===== config.mk =====
export PLATFORM = sky130hd
export DESIGN_NAME = hvid_mode_ctrl
export DESIGN_NICKNAME = d
export VERILOG_FILES = /design/src/rtl/hvid_pkg.sv /design/src/rtl/hvid_phase_detect.sv /design/src/rtl/hvid_svi_track.sv /design/src/rtl/hvid_ref_mux.sv /design/src/rtl/hvid_mode_ctrl.sv
export SDC_FILE = /design/constraint.sdc
export NUM_CORES = 1
export LEC_CHECK = 0
export BUFFER_PORTS_ARGS = -buffer_cell sky130_fd_sc_hd__buf_4
export CAP_MARGIN = 25
export CELL_PAD_IN_SITES_DETAIL_PLACEMENT = 0
export CELL_PAD_IN_SITES_GLOBAL_PLACEMENT = 1
export CORE_AREA = 5 5 77 79
export DETAILED_ROUTE_END_ITERATION = 6
export DIE_AREA = 0 0 82 84
export PLACE_DENSITY_LB_ADDON = 0.12
export SLEW_MARGIN = 0
export SYNTH_ARGS = -nofsm -noshare
export SYNTH_HDL_FRONTEND = slang
export SYNTH_SLANG_ARGS = --single-unit

===== constraint.sdc =====
create_clock -name clk -period 1.5 [get_ports clk]
set_input_delay 0.225 -clock clk [delete_from_list [all_inputs] [get_ports clk]]
set_output_delay 0.225 -clock clk [all_outputs]
set_load 0.05 [all_outputs]

===== src/rtl/hvid_pkg.sv =====
package hvid_pkg;

    typedef enum logic [2:0] {
        ST_OFF,
        ST_ARM,
        ST_PAR_RUN,
        ST_BOOT_RUN,
        ST_SVI_RUN
    } hvid_state_t;

    function automatic logic is_running(input hvid_state_t s);
        return (s == ST_PAR_RUN) || (s == ST_BOOT_RUN) || (s == ST_SVI_RUN);
    endfunction

    function automatic logic is_serial_running(input hvid_state_t s);
        return (s == ST_BOOT_RUN) || (s == ST_SVI_RUN);
    endfunction

endpackage


===== src/rtl/hvid_phase_detect.sv =====
module hvid_phase_detect #(
    parameter int NPH = 4,
    localparam int CNT_W = $clog2(NPH + 1)
) (
    input  logic [1:0]       gnd_sense,
    output logic [CNT_W-1:0] cnt,
    output logic [NPH-1:0]   mask
);

    always_comb begin
        if (gnd_sense[1] && gnd_sense[0]) begin
            cnt = CNT_W'(NPH - 2);
        end else if (gnd_sense[1]) begin
            cnt = CNT_W'(NPH - 1);
        end else begin
            cnt = CNT_W'(NPH);
        end
    end

    for (genvar i = 0; i < NPH; i++) begin : g_mask
        assign mask[i] = (CNT_W'(i) < cnt);
    end

endmodule


===== src/rtl/hvid_svi_track.sv =====
module hvid_svi_track #(
    parameter int REF_W = 8
) (
    input  logic             clk,
    input  logic             rst_n,
    input  logic             tracking,
    input  logic [REF_W-1:0] boot_code,
    input  logic             strobe,
    input  logic [REF_W-1:0] core_cmd,
    input  logic [REF_W-1:0] nb_cmd,
    output logic [REF_W-1:0] core_q,
    output logic [REF_W-1:0] nb_q,
    output logic             done
);

    always_ff @(posedge clk or negedge rst_n) begin
        if (!rst_n) begin
            core_q <= '0;
            nb_q   <= '0;
            done   <= 1'b0;
        end else if (!tracking) begin
            core_q <= boot_code;
            nb_q   <= boot_code;
            done   <= 1'b0;
        end else if (strobe) begin
            core_q <= core_cmd;
            nb_q   <= nb_cmd;
            done   <= 1'b1;
        end else begin
            done   <= 1'b0;
        end
    end

endmodule


===== src/rtl/hvid_ref_mux.sv =====
module hvid_ref_mux
    import hvid_pkg::*;
#(
    parameter int REF_W = 8,
    parameter int PAR_W = 6,
    parameter int SC_IDX = 3,
    parameter int SD_IDX = 2
) (
    input  hvid_state_t      state,
    input  logic [PAR_W-1:0] vid,
    input  logic [1:0]       boot_bits,
    input  logic             vfix,
    input  logic [REF_W-1:0] svi_core,
    input  logic [REF_W-1:0] svi_nb,
    output logic [REF_W-1:0] boot_code,
    output logic [REF_W-1:0] core_ref,
    output logic [REF_W-1:0] nb_ref,
    output logic             ovp_fix
);

    localparam logic [REF_W-1:0] BOOT_TAG = {2'b10, {(REF_W-2){1'b0}}};
    localparam logic [REF_W-1:0] VFIX_TAG = {2'b11, {(REF_W-2){1'b0}}};

    logic [REF_W-1:0] vfix_code;

    assign boot_code = BOOT_TAG | REF_W'(boot_bits);
    assign vfix_code = VFIX_TAG | REF_W'({vid[SC_IDX], vid[SD_IDX]});

    always_comb begin
        core_ref = '0;
        nb_ref   = '0;
        ovp_fix  = 1'b0;
        unique case (state)
            ST_OFF, ST_ARM: begin
                core_ref = '0;
                nb_ref   = '0;
            end
            ST_PAR_RUN: begin
                core_ref = REF_W'(vid);
                nb_ref   = '0;
            end
            ST_BOOT_RUN: begin
                core_ref = boot_code;
                nb_ref   = boot_code;
            end
            ST_SVI_RUN: begin
                core_ref = svi_core;
                nb_ref   = svi_nb;
            end
            default: begin
                core_ref = '0;
                nb_ref   = '0;
            end
        endcase
        if (vfix && is_running(state)) begin
            ovp_fix  = 1'b1;
            core_ref = vfix_code;
            nb_ref   = is_serial_running(state) ? vfix_code : '0;
        end
    end

endmodule


===== src/rtl/hvid_mode_ctrl.sv =====
module hvid_mode_ctrl
    import hvid_pkg::*;
#(
    parameter int REF_W = 8,
    parameter int PAR_W = 6,
    parameter int NPH   = 4,
    localparam int CNT_W = $clog2(NPH + 1)
) (
    input  logic             clk,
    input  logic             rst_n,
    input  logic             en_in,
    input  logic [PAR_W-1:0] vid_in,
    input  logic             pwrok_in,
    input  logic             vfix_in,
    input  logic             svi_valid_in,
    input  logic [REF_W-1:0] svi_core_in,
    input  logic [REF_W-1:0] svi_nb_in,
    input  logic [1:0]       pwm_gnd_in,
    output logic [REF_W-1:0] core_ref,
    output logic [REF_W-1:0] nb_ref,
    output logic             serial_mode,
    output logic             mode_valid,
    output logic             core_hiz,
    output logic             nb_hiz,
    output logic             core_drv_en,
    output logic             nb_drv_en,
    output logic [NPH-1:0]   phase_en,
    output logic [CNT_W-1:0] phase_cnt,
    output logic             ovp_fix,
    output logic             vid_done
);

    localparam int SEL_IDX = 1;
    localparam int SD_IDX  = 2;
    localparam int SC_IDX  = 3;

    hvid_state_t      state, state_nx;
    logic             ser_q;
    logic [1:0]       boot_q;
    logic [CNT_W-1:0] ph_cnt_q, ph_cnt_det;
    logic [NPH-1:0]   ph_mask_q, ph_mask_det;
    logic [REF_W-1:0] boot_code, svi_core_q, svi_nb_q;
    logic             take_sample;

    assign take_sample = (state == ST_OFF) && en_in;

    // state register
    always_ff @(posedge clk or negedge rst_n) begin
        if (!rst_n) state <= ST_OFF;
        else        state <= state_nx;
    end

    // next-state logic
    always_comb begin
        state_nx = state;
        unique case (state)
            ST_OFF:      state_nx = en_in ? ST_ARM : ST_OFF;
            ST_ARM: begin
                if (!en_in)        state_nx = ST_OFF;
                else if (!ser_q)   state_nx = ST_PAR_RUN;
                else if (pwrok_in) state_nx = ST_SVI_RUN;
                else               state_nx = ST_BOOT_RUN;
            end
            ST_PAR_RUN:  state_nx = en_in ? ST_PAR_RUN : ST_OFF;
            ST_BOOT_RUN: begin
                if (!en_in)        state_nx = ST_OFF;
                else if (pwrok_in) state_nx = ST_SVI_RUN;
                else               state_nx = ST_BOOT_RUN;
            end
            ST_SVI_RUN: begin
                if (!en_in)         state_nx = ST_OFF;
                else if (!pwrok_in) state_nx = ST_BOOT_RUN;
                else                state_nx = ST_SVI_RUN;
            end
            default:     state_nx = ST_OFF;
        endcase
    end

    // configuration captured on the enable sample, cleared while off
    always_ff @(posedge clk or negedge rst_n) begin
        if (!rst_n) begin
            ser_q     <= 1'b0;
            boot_q    <= 2'b00;
            ph_cnt_q  <= '0;
            ph_mask_q <= '0;
        end else if (take_sample) begin
            ser_q     <= vid_in[SEL_IDX];
            boot_q    <= {vid_in[SC_IDX], vid_in[SD_IDX]};
            ph_cnt_q  <= ph_cnt_det;
            ph_mask_q <= ph_mask_det;
        end else if (state == ST_OFF) begin
            ser_q     <= 1'b0;
            boot_q    <= 2'b00;
            ph_cnt_q  <= '0;
            ph_mask_q <= '0;
        end
    end

    hvid_phase_detect #(.NPH(NPH)) u_phase (
        .gnd_sense (pwm_gnd_in),
        .cnt       (ph_cnt_det),
        .mask      (ph_mask_det)
    );

    hvid_svi_track #(.REF_W(REF_W)) u_track (
        .clk       (clk),
        .rst_n     (rst_n),
        .tracking  (state == ST_SVI_RUN),
        .boot_code (boot_code),
        .strobe    (svi_valid_in),
        .core_cmd  (svi_core_in),
        .nb_cmd    (svi_nb_in),
        .core_q    (svi_core_q),
        .nb_q      (svi_nb_q),
        .done      (vid_done)
    );

    hvid_ref_mux #(
        .REF_W  (REF_W),
        .PAR_W  (PAR_W),
        .SC_IDX (SC_IDX),
        .SD_IDX (SD_IDX)
    ) u_mux (
        .state     (state),
        .vid       (vid_in),
        .boot_bits (boot_q),
        .vfix      (vfix_in),
        .svi_core  (svi_core_q),
        .svi_nb    (svi_nb_q),
        .boot_code (boot_code),
        .core_ref  (core_ref),
        .nb_ref    (nb_ref),
        .ovp_fix   (ovp_fix)
    );

    // state-decoded outputs
    always_comb begin
        mode_valid  = 1'b0;
        serial_mode = 1'b0;
        core_hiz    = 1'b1;
        nb_hiz      = 1'b1;
        core_drv_en = 1'b0;
        nb_drv_en   = 1'b0;
        phase_en    = '0;
        phase_cnt   = '0;
        unique case (state)
            ST_OFF, ST_ARM: begin
                mode_valid = 1'b0;
            end
            ST_PAR_RUN: begin
                mode_valid  = 1'b1;
                core_hiz    = 1'b0;
                core_drv_en = 1'b1;
                phase_en    = ph_mask_q;
                phase_cnt   = ph_cnt_q;
            end
            ST_BOOT_RUN, ST_SVI_RUN: begin
                mode_valid  = 1'b1;
                serial_mode = 1'b1;
                core_hiz    = 1'b0;
                nb_hiz      = 1'b0;
                core_drv_en = 1'b1;
                nb_drv_en   = 1'b1;
                phase_en    = ph_mask_q;
                phase_cnt   = ph_cnt_q;
            end
            default: begin
                mode_valid = 1'b0;
            end
        endcase
    end

endmodule


==> parameters.txt, run 1 <==
Parameter                              Value

Synthesis
  Count of warnings emitted by yosys    0
  Proportion of synthesized flip-flops having asynchronous set or reset    100%
  Cell with the most instances after synthesis    dfrtp_1
  Net Count, Synth    197
  Count of flip-flops with a built-in enable after synthesis    0
  Cell area after synthesis    1590 µm²
  #FFs+latches synth    29
  Distinct cells, synth    35
  Fraction of the yosys area taken by sequential cells    45.6%
  Ranking of synthesized cells by instance count    dfrtp_1 (29), nand2_1 (20), mux2i_1 (16)
  Per-instance average area after synthesis    9.53 µm²
  Synth top area share    45.6%
  Top cell type by total area after synthesis    dfrtp_1
  Primary flip-flop cell chosen by synthesis mapping    dfrtp_1
  Cells after synthesis    167
  Top area cells in the synthesized netlist    dfrtp_1 (46%), mux2i_1 (10%), nand2_1 (4.7%), nor2_1 (3.5%), and2_1 (3.1%)

Route
  Iteration-0 DRC Markers    46
  DRC viols    0
  Vias    1571
  Average wire length per cell after detail routing    15.7 µm
  Wirelength, routed    5130 µm
  Router iterations before antenna repair    4
  Ratio of routed vias to standard cells    4.80
  Antenna Violating Nets Remaining    0

STA
  Setup Total Neg Slack    -12.65 ns
  Final worst-path cycle share    131%
  Count of endpoints failing hold in the final timing report    0
  Unrepaired setup endpoints after global routing    true
  Final worst clock skew    0.00852 ns
  Slew at the pin closest to its max-slew limit    0.395 ns
  Maximum operating frequency    507 MHz
  Final worst setup slack    -0.471 ns
  Relative slew margins    73.7%
  Final Max Slew Viols    0
  Setup violations, final    39
  Crit path time final    1.97 ns

Clocking
  TritonCTS buffer count    5
  Level count of the clock H-tree    2
  Clock root buffer master    clkbuf_8
  Clock transition time at the flip-flop clock pins of the worst setup and hold paths    0.07 ns
  Number of sinks on the clock net    29
  Insertion delay to the later sink of the worst-skew pair    0.29 ns
  Largest buffer count on any clock path    2
  Clock tree from TritonCTS    built

Global route
  Global-route wire length before repair    8490 µm
  Tot GR Track Use    16.3%
  Vias in the first global route    1659
  Initial antenna violation count    0
  Pin count of the biggest net entering global routing    30
  GRT Residual Overflow    0

Outcome
  Run status    finished, violations left
  Violated checks    negative setup slack

Final layout
  Share of post-route cells with drive strength above 1    60.0%
  N_diodes    0
  Growth of design area from synthesis to finish    83.6%
  Post-layout net count    284
  Count of fill cells added during filler insertion    465
  Fin area    2920 µm²

Floorplan
  Number of top-level pins    61
  Die outline height    84 µm
  Die ar.    6890 µm²
  Core footprint    5270 µm²
  Die X    82 µm
  Number of placement rows    27
  Initial standard-cell utilization of the core    30.2%

Min path
  Hold depth    2
  Hold crit path type    in2reg

Placement
  Number of buffers inserted by port buffering    60
  Half-perimeter wire length after placement    3640 µm
  Placed Instance Area    2410 µm²
  Place WS    -0.249 ns
  Weighted congestion at the end of routability-driven global placement    0.848

Worst setup path
  Critical setup path kind    reg2out
  Required time reported for the critical path endpoint    1.27 ns
  Startpoint class of the critical path    register
  CP Data Arrival Time    1.75 ns
  Peak fanout along the critical path    5
  Kind of end point of the critical path    output pin
  R2R depth    4

Job
  Max capacitance violation total    0

Power
  Static Leakage    1.38 nW
  Power per unit of standard cell area    1080 nW/µm²
  Worst voltage drop across the vdd grid    0.000566 V
routing by layer:
metal / share of wire (%) / track usage, % / vias up / wire (µm)
met2: 50 / 27.0 / 48 / 2580
met1: 41 / 19.9 / 761 / 2110
met4: 1.4 / 4.23 / 0 / 73
met5: 0 / 0 / - / 0
met3: 7.0 / 5.51 / 7 / 361
li1: - / - / 755 / -
repair_timing:
action / in CTS / in global routing
pin swaps: 12 / 7
gates cloned: 1 / 0
setup buffers: 11 / 4
hold buffers: 1 / 0
hold endpoints to repair: 29 / 0
setup endpoints to repair: 41 / 42
gates resized for setup: 66 / 10
power breakdown:
part           switching (W)  internal (W)
registers          0.0000765      0.000890
clock network       0.000320      0.000414
logic               0.000771      0.000672
total                0.00117       0.00198
per-stage QoR:
| step | instances | hold WS [ns] | utilization [%] | total power, W |
|---|---|---|---|---|
| after global routing | 327 | 0.128 | 55.4 | 0.00330 |
| after detailed placement | 306 | 0.189 | 45.7 | 0.00213 |
| after global placement | 306 | 0.177 | 45.7 | 0.00212 |
| after floorplan | 167 | -0.0706 | - | 0.00179 |
| final | 327 | 0.128 | 55.4 | 0.00314 |
| after CTS | 325 | 0.115 | 54.1 | 0.00314 |
sequential cells by signal, indices dropped and copies added, names as in the netlist:
register        count
ph_mask_q           3
ph_cnt_q            3
u_track.core_q      8
ser_q               1
boot_q              2
u_track.nb_q        8
state               3
u_track.done        1
worst max-delay path, cell delays in order, from the launching register on:
cell and delay [ns]:
dfrtp_2 0.45, or3b_4 0.44, buf_4 0.16, nand2b_4 0.11, and2_4 0.16, buf_8 0.13
cell families after synthesis:
logic type / Yosys count / share of synthesized area (%)
multiplexers: 20 / 12.9
flip-flops: 29 / 45.6
AO/OA/AOI/OAI: 33 / 13.3
buffers and inverters: 20 / 7.39
AND/OR/NAND/NOR: 65 / 20.8
cell usage in the layout, fill, tap and decap left out, types with 2 or more instances in the layout:
cell type,synthesis,final
a22oi_2,0,4
nand2_4,0,2
buf_12,0,2
clkbuf_8,0,7
nor2_1,15,14
o22ai_2,0,2
buf_4,3,52
nor3b_4,0,5
o21ai_1,3,4
dfrtp_2,0,2
buf_8,1,13
mux2_2,4,4
nand2_1,20,18
nor3_4,0,6
dfrtp_1,29,27
o21ai_2,0,2
o21a_1,2,2
nand2b_4,1,2
a21oi_1,6,4
nor2b_1,3,3
mux2i_1,16,16
buf_6,2,29
and2_4,0,8
o21ai_0,8,4
a32oi_1,2,2
nor3_1,8,2
area by class of cell:
cell class	instances	area [µm²]	share of cell area [%]
clock inverters	1	5.00	0.171
inverters	2	20.0	0.685
multi-input cells	119	1020	34.9
repair buffers	97	962	32.9
flip-flops and latches	29	728	24.9
clock buffers	7	96.3	3.30
well taps	72	90.1	3.08
final timing paths:
check / slack [ns] / startpoint / endpoint
worst min-delay path: 0.13 / pwm_gnd_in[0] / ph_cnt_q[0]$_DFFE_PN0P_
worst max-delay path: -0.47 / state[1]$_DFF_PN0_ / ovp_fix
worst max register to register: -0.05 / state[1]$_DFF_PN0_ / ph_mask_q[0]$_DFFE_PN0P_
min in group asynchronous: 0.41 / rst_n / boot_q[0]$_DFFE_PN0P_
worst min register to register: 0.49 / ph_mask_q[2]$_DFFE_PN0P_ / ph_mask_q[2]$_DFFE_PN0P_
max in group asynchronous: 0.78 / rst_n / state[1]$_DFF_PN0_
Note: power is estimated with default switching activity, not from simulation.
==> run 2, diff against run 1 <==
--- a/config.mk
+++ b/config.mk
@@ -12,7 +12,7 @@
 export CORE_AREA = 5 5 77 79
 export DETAILED_ROUTE_END_ITERATION = 6
 export DIE_AREA = 0 0 82 84
-export PLACE_DENSITY_LB_ADDON = 0.12
+export PLACE_DENSITY = 0.73
 export SLEW_MARGIN = 0
 export SYNTH_ARGS = -nofsm -noshare
 export SYNTH_HDL_FRONTEND = slang
==> run 2 against run 1 <==
Against the previous run: the flow still finishes with violations (negative setup slack); critical path depth did not move; global-route usage shrank 1.6 points; critical endpoint is now core_ref[6]; via count is 4.4% lower.
==> parameters.txt, run 2 (same netlist as run 1, synthesis figures left out) <==
Parameter                              Value

Floorplan
  Die outline height    84 µm (unchanged)
  Die ar.    6890 µm² (unchanged)
  Core footprint    5270 µm² (unchanged)
  Die X    82 µm (unchanged)
  Initial standard-cell utilization of the core    30.2% (unchanged)
  Number of top-level pins    61 (unchanged)
  Number of placement rows    27 (unchanged)

Worst setup path
  Startpoint class of the critical path    register
  Kind of end point of the critical path    output pin
  CP bufs+invs    2 (unchanged)
  Critical setup path kind    reg2out
  Slowest cell on crit path    or3b_4
  CP cell instances    or3b_4, nand2b_4, buf_4, a22o_4, buf_8
  CP Data Arrival Time    1.75 ns (about the same)
  Required time reported for the critical path endpoint    1.27 ns (about the same)
  Delay of the slowest cell on the worst path    0.46 ns (about the same)
  Peak fanout along the critical path    5 (unchanged)
  Kind of cell adding the most delay to the critical path    simple AND/OR/NAND/NOR gates

STA
  Unrepaired setup endpoints after global routing    true
  Final worst clock skew    0.00516 ns (-0.00336 ns)
  Setup Total Neg Slack    -11.30 ns (+1.34 ns)
  Final worst setup slack    -0.474 ns (-0.00285 ns)
  Final Max Slew Viols    0 (unchanged)
  Setup violations, final    30 (-23%)
  Final worst-path cycle share    132% (+0.19 points)
  Slew at the pin closest to its max-slew limit    0.383 ns (-0.0113 ns)
  Count of endpoints failing hold in the final timing report    0 (unchanged)
  Relative slew margins    74.5% (+0.76 points)
  Maximum operating frequency    507 MHz (-0.14%)
  Crit path time final    1.97 ns (+0.00285 ns)

Global route
  Vias in the first global route    1590 (-4.2%)
  Pin count of the biggest net entering global routing    30 (unchanged)
  Tot GR Track Use    14.7% (-1.6 points)
  GRT Residual Overflow    0 (unchanged)
  Global-route wire length before repair    7730 µm (-8.9%)
  Initial antenna violation count    0 (unchanged)

Route
  Wirelength, routed    4690 µm (-8.5%)
  Router iterations before antenna repair    4 (unchanged)
  Ratio of routed vias to standard cells    4.64 (-3.5%)
  Vias    1502 (-4.4%)
  DRC viols    0 (unchanged)
  Iteration-0 DRC Markers    51 (+11%)
  Antenna Violating Nets Remaining    0 (unchanged)
  Average wire length per cell after detail routing    14.5 µm (-7.6%)

Final layout
  Post-layout net count    281 (-1.1%)
  Count of fill cells added during filler insertion    485 (+4.3%)
  Largest registers    u_track.core_q x8, u_track.nb_q x8
  Share of post-route cells with drive strength above 1    61.1% (+1.1 points)
  Post-layout utilization of the core    55.1% (-0.31 points)
  N_diodes    0 (unchanged)
  Growth of design area from synthesis to finish    82.5%
  Most frequent standard cell in the layout excluding fill and tap cells    buf_4
  Fin area    2910 µm² (-0.56%)
  Highest-count cells in the layout ignoring fill and taps    buf_4 (51), dfrtp_1 (27), buf_6 (25), nand2_1 (17), mux2i_1 (16)

Min path
  Hold crit path type    in2reg

Placement
  Weighted congestion at the end of routability-driven global placement    0.793 (-6.5%)
  Number of buffers inserted by port buffering    60 (unchanged)
  Half-perimeter wire length after placement    3470 µm (-4.7%)
  Placed Instance Area    2420 µm² (+0.52%)

Power
  Power per unit of standard cell area    1030 nW/µm² (-3.9%)
  Static Leakage    1.38 nW (-0.37%)
  Worst voltage drop across the vdd grid    0.000476 V (-16%)
  Total power    0.00300 W (-4.4%)

Clocking
  Clock root buffer master    clkbuf_8
  Clock tree from TritonCTS    built
  Number of sinks on the clock net    29 (unchanged)
  Level count of the clock H-tree    2 (unchanged)
  Clock transition time at the flip-flop clock pins of the worst setup and hold paths    0.06 ns (about the same)
  TritonCTS buffer count    5 (unchanged)
  Largest buffer count on any clock path    2 (unchanged)
  Insertion delay to the later sink of the worst-skew pair    0.28 ns (about the same)

Job
  Max capacitance violation total    0 (unchanged)

Outcome
  Run status    finished, violations left
  Violated checks    negative setup slack
-- run 2: worst paths after layout --
path                                         start                      end  slack, ns  depth (start not counted)
min in group asynchronous                    rst_n       state[2]$_DFF_PN0_       0.41                          2
min reg2reg                ph_cnt_q[1]$_DFFE_PN0P_  ph_cnt_q[1]$_DFFE_PN0P_       0.49                          2
max reg2reg                     state[0]$_DFF_PN0_  ph_cnt_q[0]$_DFFE_PN0P_       0.01                          5
max in group asynchronous                    rst_n       state[0]$_DFF_PN0_       0.79                          2
max                             state[0]$_DFF_PN0_              core_ref[6]      -0.47                          5
min                                  pwm_gnd_in[0]  ph_cnt_q[0]$_DFFE_PN0P_       0.13                          2
-- run 2: worst reg2reg max path: stages (launching register included) --
cell and delay [ns]:
dfrtp_2 0.44, buf_6 0.13, buf_4 0.13, or3_4 0.36
buf_6 0.15, o31ai_2 0.19
-- run 2: cell type report --
cell class	count	area, µm²	area share (%)
clock buffers	6	72.6	2.50
inverters	2	20.0	0.689
multi-input cells	119	1040	36.0
repair buffers	94	940	32.3
well taps	72	90.1	3.10
flip-flops and latches	29	728	25.1
clock inverters	2	10.0	0.345
-- run 2: per-layer routing --
metal  track usage (%)  vias up  wire [µm]
li1                  -      740          -
met1              18.3      711       1920
met5                 0        -          0
met4              5.59        0         93
met2              23.4       43       2380
met3              4.43        8        302
-- run 2: per-stage QoR --
stage | setup WS [ns] | hold WS [ns] | instances
after floorplan | -0.499 | -0.0706 | 167
after global placement | -0.181 | 0.180 | 306
after detailed placement | -0.209 | 0.177 | 306
after CTS | -0.441 | 0.121 | 320
after global routing | -0.527 | 0.129 | 324
final | -0.474 | 0.127 | 324
-- run 2: where the power goes --
part	switching (W)	leakage (nW)	internal, W
clock network	0.000290	0.0450	0.000320
logic	0.000763	0.956	0.000662
registers	0.0000781	0.374	0.000891
total	0.00113	1.38	0.00187
-- run 2: repair_timing --
action / CTS / global route
buffers inserted: 5 / 4
resized for setup: 62 / 24
endpoints found under the hold margin: 29 / 0
hold buffers: 1 / 0
endpoints found under the setup margin: 37 / 36
cloned: 1 / 0
pin swaps: 6 / 13
